### src/rtl/fetch_pkg.sv
package fetch_pkg;
  typedef enum logic [1:0] {
    NPC_SEQ = 2'd0,
    NPC_PD  = 2'd1,
    NPC_EX  = 2'd2
  } npc_sel_e;
endpackage

### src/rtl/fe_npc_gen.sv
module fe_npc_gen
  import fetch_pkg::*;
#(
  parameter int unsigned        ADDR_W    = 32,
  parameter int unsigned        ALIGN_W   = 3,
  parameter int unsigned        EPOCH_W   = 2,
  parameter logic [ADDR_W-1:0]  RESET_VEC = '0
) (
  input  logic               clk_i,
  input  logic               rst_ni,
  input  logic               stall_i,
  input  logic               ex_redirect_i,
  input  logic [ADDR_W-1:0]  ex_target_i,
  input  logic               pd_hit_i,
  input  logic [ADDR_W-1:0]  pd_target_i,
  output logic [ADDR_W-1:0]  pc_o,
  output logic [EPOCH_W-1:0] epoch_o
);
  localparam logic [ADDR_W-1:0] STEP = ADDR_W'(1) << ALIGN_W;

  npc_sel_e            sel;
  logic [ADDR_W-1:0]   npc;
  logic [ADDR_W-1:0]   pc_q;
  logic [EPOCH_W-1:0]  epoch_q;

  // execute beats predecode beats sequential
  always_comb begin
    if (ex_redirect_i)  sel = NPC_EX;
    else if (pd_hit_i)  sel = NPC_PD;
    else                sel = NPC_SEQ;
  end

  always_comb begin
    unique case (sel)
      NPC_EX:  npc = ex_target_i;
      NPC_PD:  npc = pd_target_i;
      default: npc = pc_q + STEP;
    endcase
  end

  always_ff @(posedge clk_i or negedge rst_ni) begin
    if (!rst_ni) begin
      pc_q    <= RESET_VEC;
      epoch_q <= '0;
    end else if (!stall_i) begin
      pc_q <= npc;
      if (sel != NPC_SEQ) epoch_q <= epoch_q + EPOCH_W'(1);
    end
  end

  assign pc_o    = pc_q;
  assign epoch_o = epoch_q;
endmodule

### src/rtl/fe_predecode.sv
module fe_predecode #(
  parameter int unsigned       ADDR_W    = 32,
  parameter int unsigned       ALIGN_W   = 3,
  parameter int unsigned       PKT_W     = 64,
  parameter int unsigned       INSN_W    = 32,
  parameter int unsigned       OPC_W     = 6,
  parameter logic [OPC_W-1:0]  UNCOND_OP = 6'h3A
) (
  input  logic                      live_i,
  input  logic [ADDR_W-1:0]         addr_i,
  input  logic [PKT_W-1:0]          data_i,
  output logic                      hit_o,
  output logic [ADDR_W-1:0]         target_o,
  output logic [PKT_W/INSN_W-1:0]   mask_o
);
  localparam int unsigned NSLOT = PKT_W / INSN_W;
  localparam int unsigned OFF_W = INSN_W - OPC_W;

  logic [NSLOT-1:0]  is_jmp;
  logic [ADDR_W-1:0] slot_tgt [NSLOT];

  for (genvar s = 0; s < NSLOT; s++) begin : g_slot
    logic [OPC_W-1:0] opc;
    logic [OFF_W-1:0] off;
    assign opc         = data_i[s*INSN_W + INSN_W - 1 -: OPC_W];
    assign off         = data_i[s*INSN_W +: OFF_W];
    assign is_jmp[s]   = (opc == UNCOND_OP);
    assign slot_tgt[s] = addr_i + (ADDR_W'($signed(off)) << ALIGN_W);
  end

  // lowest slot wins; slots after it leave the program path
  always_comb begin
    logic found;
    found    = 1'b0;
    target_o = addr_i;
    mask_o   = '1;
    for (int s = 0; s < NSLOT; s++) begin
      if (!found && is_jmp[s]) begin
        found    = 1'b1;
        target_o = slot_tgt[s];
        for (int j = 0; j < NSLOT; j++) begin
          if (j > s) mask_o[j] = 1'b0;
        end
      end
    end
    hit_o = live_i && found;
  end
endmodule

### src/rtl/fe_stage_regs.sv
module fe_stage_regs #(
  parameter int unsigned ADDR_W  = 32,
  parameter int unsigned PKT_W   = 64,
  parameter int unsigned NSLOT   = 2,
  parameter int unsigned EPOCH_W = 2
) (
  input  logic               clk_i,
  input  logic               rst_ni,
  input  logic               stall_i,
  input  logic               kill_i,
  input  logic [ADDR_W-1:0]  fe_addr_i,
  input  logic [EPOCH_W-1:0] epoch_i,
  input  logic [PKT_W-1:0]   rdata_i,
  input  logic [NSLOT-1:0]   mask_i,
  output logic [ADDR_W-1:0]  im_addr_o,
  output logic               live_o,
  output logic               drop_o,
  output logic               de_valid_o,
  output logic [ADDR_W-1:0]  de_addr_o,
  output logic [PKT_W-1:0]   de_data_o,
  output logic [NSLOT-1:0]   de_mask_o
);
  logic               im_valid_q;
  logic [ADDR_W-1:0]  im_addr_q;
  logic [EPOCH_W-1:0] im_epoch_q;
  logic               fresh;

  logic               de_valid_q;
  logic [ADDR_W-1:0]  de_addr_q;
  logic [PKT_W-1:0]   de_data_q;
  logic [NSLOT-1:0]   de_mask_q;

  always_ff @(posedge clk_i or negedge rst_ni) begin
    if (!rst_ni) begin
      im_valid_q <= 1'b0;
      im_addr_q  <= '0;
      im_epoch_q <= '0;
    end else if (!stall_i) begin
      im_valid_q <= 1'b1;
      im_addr_q  <= fe_addr_i;
      im_epoch_q <= epoch_i;
    end
  end

  assign fresh  = (im_epoch_q == epoch_i) && !kill_i;
  assign live_o = im_valid_q && fresh;
  assign drop_o = im_valid_q && !fresh && !stall_i;

  always_ff @(posedge clk_i or negedge rst_ni) begin
    if (!rst_ni) begin
      de_valid_q <= 1'b0;
      de_addr_q  <= '0;
      de_data_q  <= '0;
      de_mask_q  <= '0;
    end else if (!stall_i) begin
      de_valid_q <= live_o;
      if (live_o) begin
        de_addr_q <= im_addr_q;
        de_data_q <= rdata_i;
        de_mask_q <= mask_i;
      end
    end
  end

  assign im_addr_o  = im_addr_q;
  assign de_valid_o = de_valid_q;
  assign de_addr_o  = de_addr_q;
  assign de_data_o  = de_data_q;
  assign de_mask_o  = de_mask_q;
endmodule

### src/rtl/fetch_predecode_top.sv
module fetch_predecode_top #(
  parameter int unsigned       ADDR_W    = 32,
  parameter int unsigned       PKT_W     = 64,
  parameter int unsigned       INSN_W    = 32,
  parameter int unsigned       OPC_W     = 6,
  parameter logic [OPC_W-1:0]  UNCOND_OP = 6'h3A,
  parameter int unsigned       EPOCH_W   = 2,
  parameter logic [ADDR_W-1:0] RESET_VEC = 32'h0000_0100
) (
  input  logic                     clk_i,
  input  logic                     rst_ni,
  input  logic                     stall_i,
  input  logic                     ex_redirect_i,
  input  logic [ADDR_W-1:0]        ex_target_i,
  input  logic [PKT_W-1:0]         imem_rdata_i,
  output logic [ADDR_W-1:0]        imem_addr_o,
  output logic                     imem_req_o,
  output logic                     pkt_valid_o,
  output logic [ADDR_W-1:0]        pkt_addr_o,
  output logic [PKT_W-1:0]         pkt_data_o,
  output logic [PKT_W/INSN_W-1:0]  pkt_mask_o,
  output logic                     pd_redirect_o,
  output logic                     drop_o
);
  localparam int unsigned NSLOT   = PKT_W / INSN_W;
  localparam int unsigned ALIGN_W = $clog2(PKT_W / 8);

  logic [ADDR_W-1:0]  ex_tgt;
  logic [ADDR_W-1:0]  pc;
  logic [EPOCH_W-1:0] epoch;
  logic [ADDR_W-1:0]  im_addr;
  logic               live;
  logic               pd_hit;
  logic [ADDR_W-1:0]  pd_target;
  logic [NSLOT-1:0]   pd_mask;

  assign ex_tgt = {ex_target_i[ADDR_W-1:ALIGN_W], {ALIGN_W{1'b0}}};

  fe_npc_gen #(
    .ADDR_W   (ADDR_W),
    .ALIGN_W  (ALIGN_W),
    .EPOCH_W  (EPOCH_W),
    .RESET_VEC(RESET_VEC)
  ) u_npc (
    .clk_i        (clk_i),
    .rst_ni       (rst_ni),
    .stall_i      (stall_i),
    .ex_redirect_i(ex_redirect_i),
    .ex_target_i  (ex_tgt),
    .pd_hit_i     (pd_hit),
    .pd_target_i  (pd_target),
    .pc_o         (pc),
    .epoch_o      (epoch)
  );

  fe_stage_regs #(
    .ADDR_W (ADDR_W),
    .PKT_W  (PKT_W),
    .NSLOT  (NSLOT),
    .EPOCH_W(EPOCH_W)
  ) u_stages (
    .clk_i     (clk_i),
    .rst_ni    (rst_ni),
    .stall_i   (stall_i),
    .kill_i    (ex_redirect_i),
    .fe_addr_i (pc),
    .epoch_i   (epoch),
    .rdata_i   (imem_rdata_i),
    .mask_i    (pd_mask),
    .im_addr_o (im_addr),
    .live_o    (live),
    .drop_o    (drop_o),
    .de_valid_o(pkt_valid_o),
    .de_addr_o (pkt_addr_o),
    .de_data_o (pkt_data_o),
    .de_mask_o (pkt_mask_o)
  );

  fe_predecode #(
    .ADDR_W   (ADDR_W),
    .ALIGN_W  (ALIGN_W),
    .PKT_W    (PKT_W),
    .INSN_W   (INSN_W),
    .OPC_W    (OPC_W),
    .UNCOND_OP(UNCOND_OP)
  ) u_pd (
    .live_i  (live),
    .addr_i  (im_addr),
    .data_i  (imem_rdata_i),
    .hit_o   (pd_hit),
    .target_o(pd_target),
    .mask_o  (pd_mask)
  );

  assign imem_addr_o   = pc;
  assign imem_req_o    = !stall_i;
  assign pd_redirect_o = pd_hit && !stall_i;
endmodule

### config.mk
export PLATFORM = sky130hd
export DESIGN_NAME = fetch_predecode_top
export DESIGN_NICKNAME = d
export VERILOG_FILES = /design/src/rtl/fetch_pkg.sv /design/src/rtl/fe_npc_gen.sv /design/src/rtl/fe_predecode.sv /design/src/rtl/fe_stage_regs.sv /design/src/rtl/fetch_predecode_top.sv
export SDC_FILE = /design/constraint.sdc
export NUM_CORES = 1
export LEC_CHECK = 0
export CORE_MARGIN = 4
export CORE_UTILIZATION = 45
export DETAILED_ROUTE_END_ITERATION = 7
export DONT_BUFFER_PORTS = 1
export HOLD_SLACK_MARGIN = 0.12
export PLACE_DENSITY = 0.66
export SLEW_MARGIN = 20
export SYNTH_ARGS = -nofsm -noshare
export SYNTH_HDL_FRONTEND = slang
export SYNTH_HIERARCHICAL = 1
export SYNTH_SLANG_ARGS = --single-unit
### constraint.sdc
create_clock -name clk_i -period 9.24 [get_ports clk_i]
set_input_delay 1.848 -clock clk_i [delete_from_list [all_inputs] [get_ports clk_i]]
set_output_delay 1.848 -clock clk_i [all_outputs]
set_load 0.01 [all_outputs]
==> impl_metrics.env <==
export IMPL_clk_latency_ps=430
export IMPL_num_io_pins=234
export IMPL_post_route_period_util=0.549
export IMPL_synth_seq_area_share=0.383
export IMPL_htreeDepth=4
export IMPL_required_ps=7390
export IMPL_initial_utilization=0.463
export IMPL_die_x_um=164
export IMPL_final_common_cell="dfrtp_1"
export IMPL_ys_types=83
export IMPL_numCtsBuffers=17
export IMPL_hold_path_class="reg2reg"
export IMPL_dp_hpwl_mm=22.4
export IMPL_drive_above_1_share=0.167
export IMPL_critPathCaptureType="output port"
export IMPL_drc=0
export IMPL_cts_resized=0
export IMPL_p_sw_mw=1.16
export IMPL_vias=8653
export IMPL_num_rows=56
export IMPL_wire_per_inst_um=22.5
export IMPL_ys_warn_count=6
export IMPL_hold_viol_final=0
export IMPL_first_pass_iters=5
export IMPL_worstMarginPinSlew_ps=987
export IMPL_cp_startpoint="imem_rdata_i[26]"
export IMPL_setup_violations=0
export IMPL_p_leak_nw=5.02
export IMPL_die_area_um2=27000
export IMPL_intPower_mw=1.90
export IMPL_synth_ff_type="dfrtp_1"
export IMPL_synth_enable_flop_cells=0
export IMPL_syn_area_um2=11000
export IMPL_portBuffers=0
export IMPL_post_cts_setup_buffers=0
export IMPL_place_congestion=0.909
export IMPL_crit_fanout=29
export IMPL_postSynthAreaPerCell_um2=10.1
export IMPL_worstSetupPathType="in2out"
export IMPL_n_fill_cell=2224
export IMPL_grt_pass1_vias=8714
export IMPL_cts_sinks=168
export IMPL_rsz0062_at_grt="no"
export IMPL_synth_top_area_share=0.380
export IMPL_final_max_slew_viol_count=0
export IMPL_overflow=0
export IMPL_seqPwrFrac=0.453
export IMPL_ctsHoldBuffers=0
export IMPL_p_clk_frac=0.227
export IMPL_routed_wl_mm=31.4
export IMPL_drtIter0Drc=806
export IMPL_status="completed"
export IMPL_cts_tree="done"
export IMPL_die_height_um=164
export IMPL_switching_share=0.378
export IMPL_vias_per_cell=6.21
export IMPL_finalCriticalPeriod_ps=5070
export IMPL_cts_buffer_depth=2
export IMPL_drv_cap=0
export IMPL_min_from="u_stages/im_valid_q"
export IMPL_power_mw=3.06
export IMPL_fin_skew_ps=8.45
export IMPL_nNetsFinal=1221
export IMPL_cts_reportedPaths_clkPinSlew_ps=60
export IMPL_synth_top_area_cell="dfrtp_1"
export IMPL_setup_tns_ps=0
export IMPL_ys_top_cells_by_area="dfrtp_1 38%, mux2_2 13%, ha_1 6.5%"
export IMPL_multi_input_area_um2=6430
export IMPL_slew_headroom=0.342
export IMPL_syn_inst=1090
export IMPL_pwr_density_cell_nw_per_um2=261
export IMPL_antenna_found_initial=3
export IMPL_crit_arrival_ps=3230
export IMPL_final_cell_mix="167 x dfrtp_1, 123 x mux2_2, 83 x nand2_1, 65 x a21oi_1, 61 x o21ai_0"
export IMPL_start_kind="primary input"
export IMPL_ctsRootBufferMaster="clkbuf_16"
export IMPL_core_um2=23800
export IMPL_regArea_um2=4210
export IMPL_async_flop_share=1.00
export IMPL_r2r_start="u_stages/im_addr_o[3]"
export IMPL_fmax_ghz=0.197
export IMPL_grt_pass1_wl_mm=49.0
export IMPL_area_delta_synth_final_pct=6.81
export IMPL_vdd_drop_max_uv=136
export IMPL_grt_max_degree=169
export IMPL_synth_seq_cells=168
export IMPL_grt_usage=0.231
export IMPL_postRouteAntennaNets=0
export IMPL_power_frac_comb=0.321
export IMPL_diodes=0
path summary, 6_finish.rpt:
kind,endpoint,slack [ps],cells after the start
setup / recovery,pd_redirect_o,4170,6
hold / removal,u_stages/im_valid_q,490,1
setup reg to reg,u_npc/pc_o[29],5310,13
hold reg to reg,u_stages/im_valid_q,490,1
max in group asynchronous,u_stages/de_addr_o[21],7630,0
min in group asynchronous,u_stages/de_data_o[20],1110,0
worst max-delay path, cell delays in order:
cell,delay (ps)
nor4bb_1,280
and3_1,190
buf_4,350
inv_1,100
a21boi_1,180
nor2b_1,260
cells in the mapped netlist (7+ instances only):
cell	n
dfrtp_1	167
mux2_2	123
nand2_1	83
a21oi_1	65
o21ai_0	61
ha_1	57
nor2_1	49
xnor2_1	29
a21o_1	28
clkbuf_1	26
and3_1	25
inv_1	23
nor3_1	23
a22oi_1	21
buf_2	19
a31oi_1	18
nand3_1	17
nand4_1	16
xor2_1	15
a211oi_1	14
and2_1	14
mux2i_1	12
and4_1	10
o21bai_1	10
a22o_1	9
mux2_1	9
o211ai_1	8
o21a_1	8
or3_1	8
nand2b_1	7
power by group through the flow:
stage	registers (mW)	clock network [mW]	logic, mW
6_report	1.39	0.695	0.982
5_1_grt	1.43	0.750	1.09
4_1_cts	1.40	0.712	0.975
3_5_place_dp	1.41	0	0.969
3_3_place_gp	1.40	0	0.946
2_1_floorplan	1.30	0	0.842
area by class of cell:
cell class / instances / share of cell area
multi-input combinational: 844 / 0.548
sequential: 168 / 0.358
clock buffer: 20 / 0.0372
tap: 319 / 0.0340
clock inverter: 12 / 0.0102
inverter: 23 / 0.00736
timing repair buffer: 8 / 0.00512
stage by stage:
step                setup slack, ps  instances  hold slack (ps)   util  instance area, um^2
floorplan                      4300       1092              450      -                11000
global placement               4030       1362              469  0.471                11200
detailed placement             4010       1362              475  0.471                11200
CTS                            4150       1394              490  0.494                11700
global route                   4000       1394              511  0.494                11700
finish                         4170       1394              488  0.494                11700
sequential cells by signal, summed over array words and instances, names as in the netlist:
signal and cells:
u_stages/de_mask_o 2, u_stages/de_addr_o 32, u_npc/epoch_o 2, u_stages/im_valid_q 1, u_stages/im_addr_o 32, u_npc/pc_o 32, u_stages/de_data_o 64, u_stages/de_valid_o 1
u_stages/im_epoch_q 2
cell families after synthesis:
kind of cell    count (synthesis)  share of synthesized area
simple gates                  281                      0.135
fa+ha+maj                      59                     0.0685
other cells                     2                   0.000683
flops                         168                      0.383
buf+inv                        80                     0.0329
xor+xnor                       44                     0.0351
compound gates                312                      0.199
mux                           144                      0.146
metal layers:
| layer | part of all wire | wire, um | up-vias | GRT usage |
|---|---|---|---|---|
| li1 | - | - | 4051 | - |
| met5 | 0.0017 | 53 | - | 0 |
| met3 | 0.099 | 3110 | 41 | 0.0841 |
| met1 | 0.42 | 13300 | 4225 | 0.298 |
| met2 | 0.46 | 14500 | 330 | 0.371 |
| met4 | 0.015 | 472 | 6 | 0.0583 |
(Power assumes the default switching activity.)
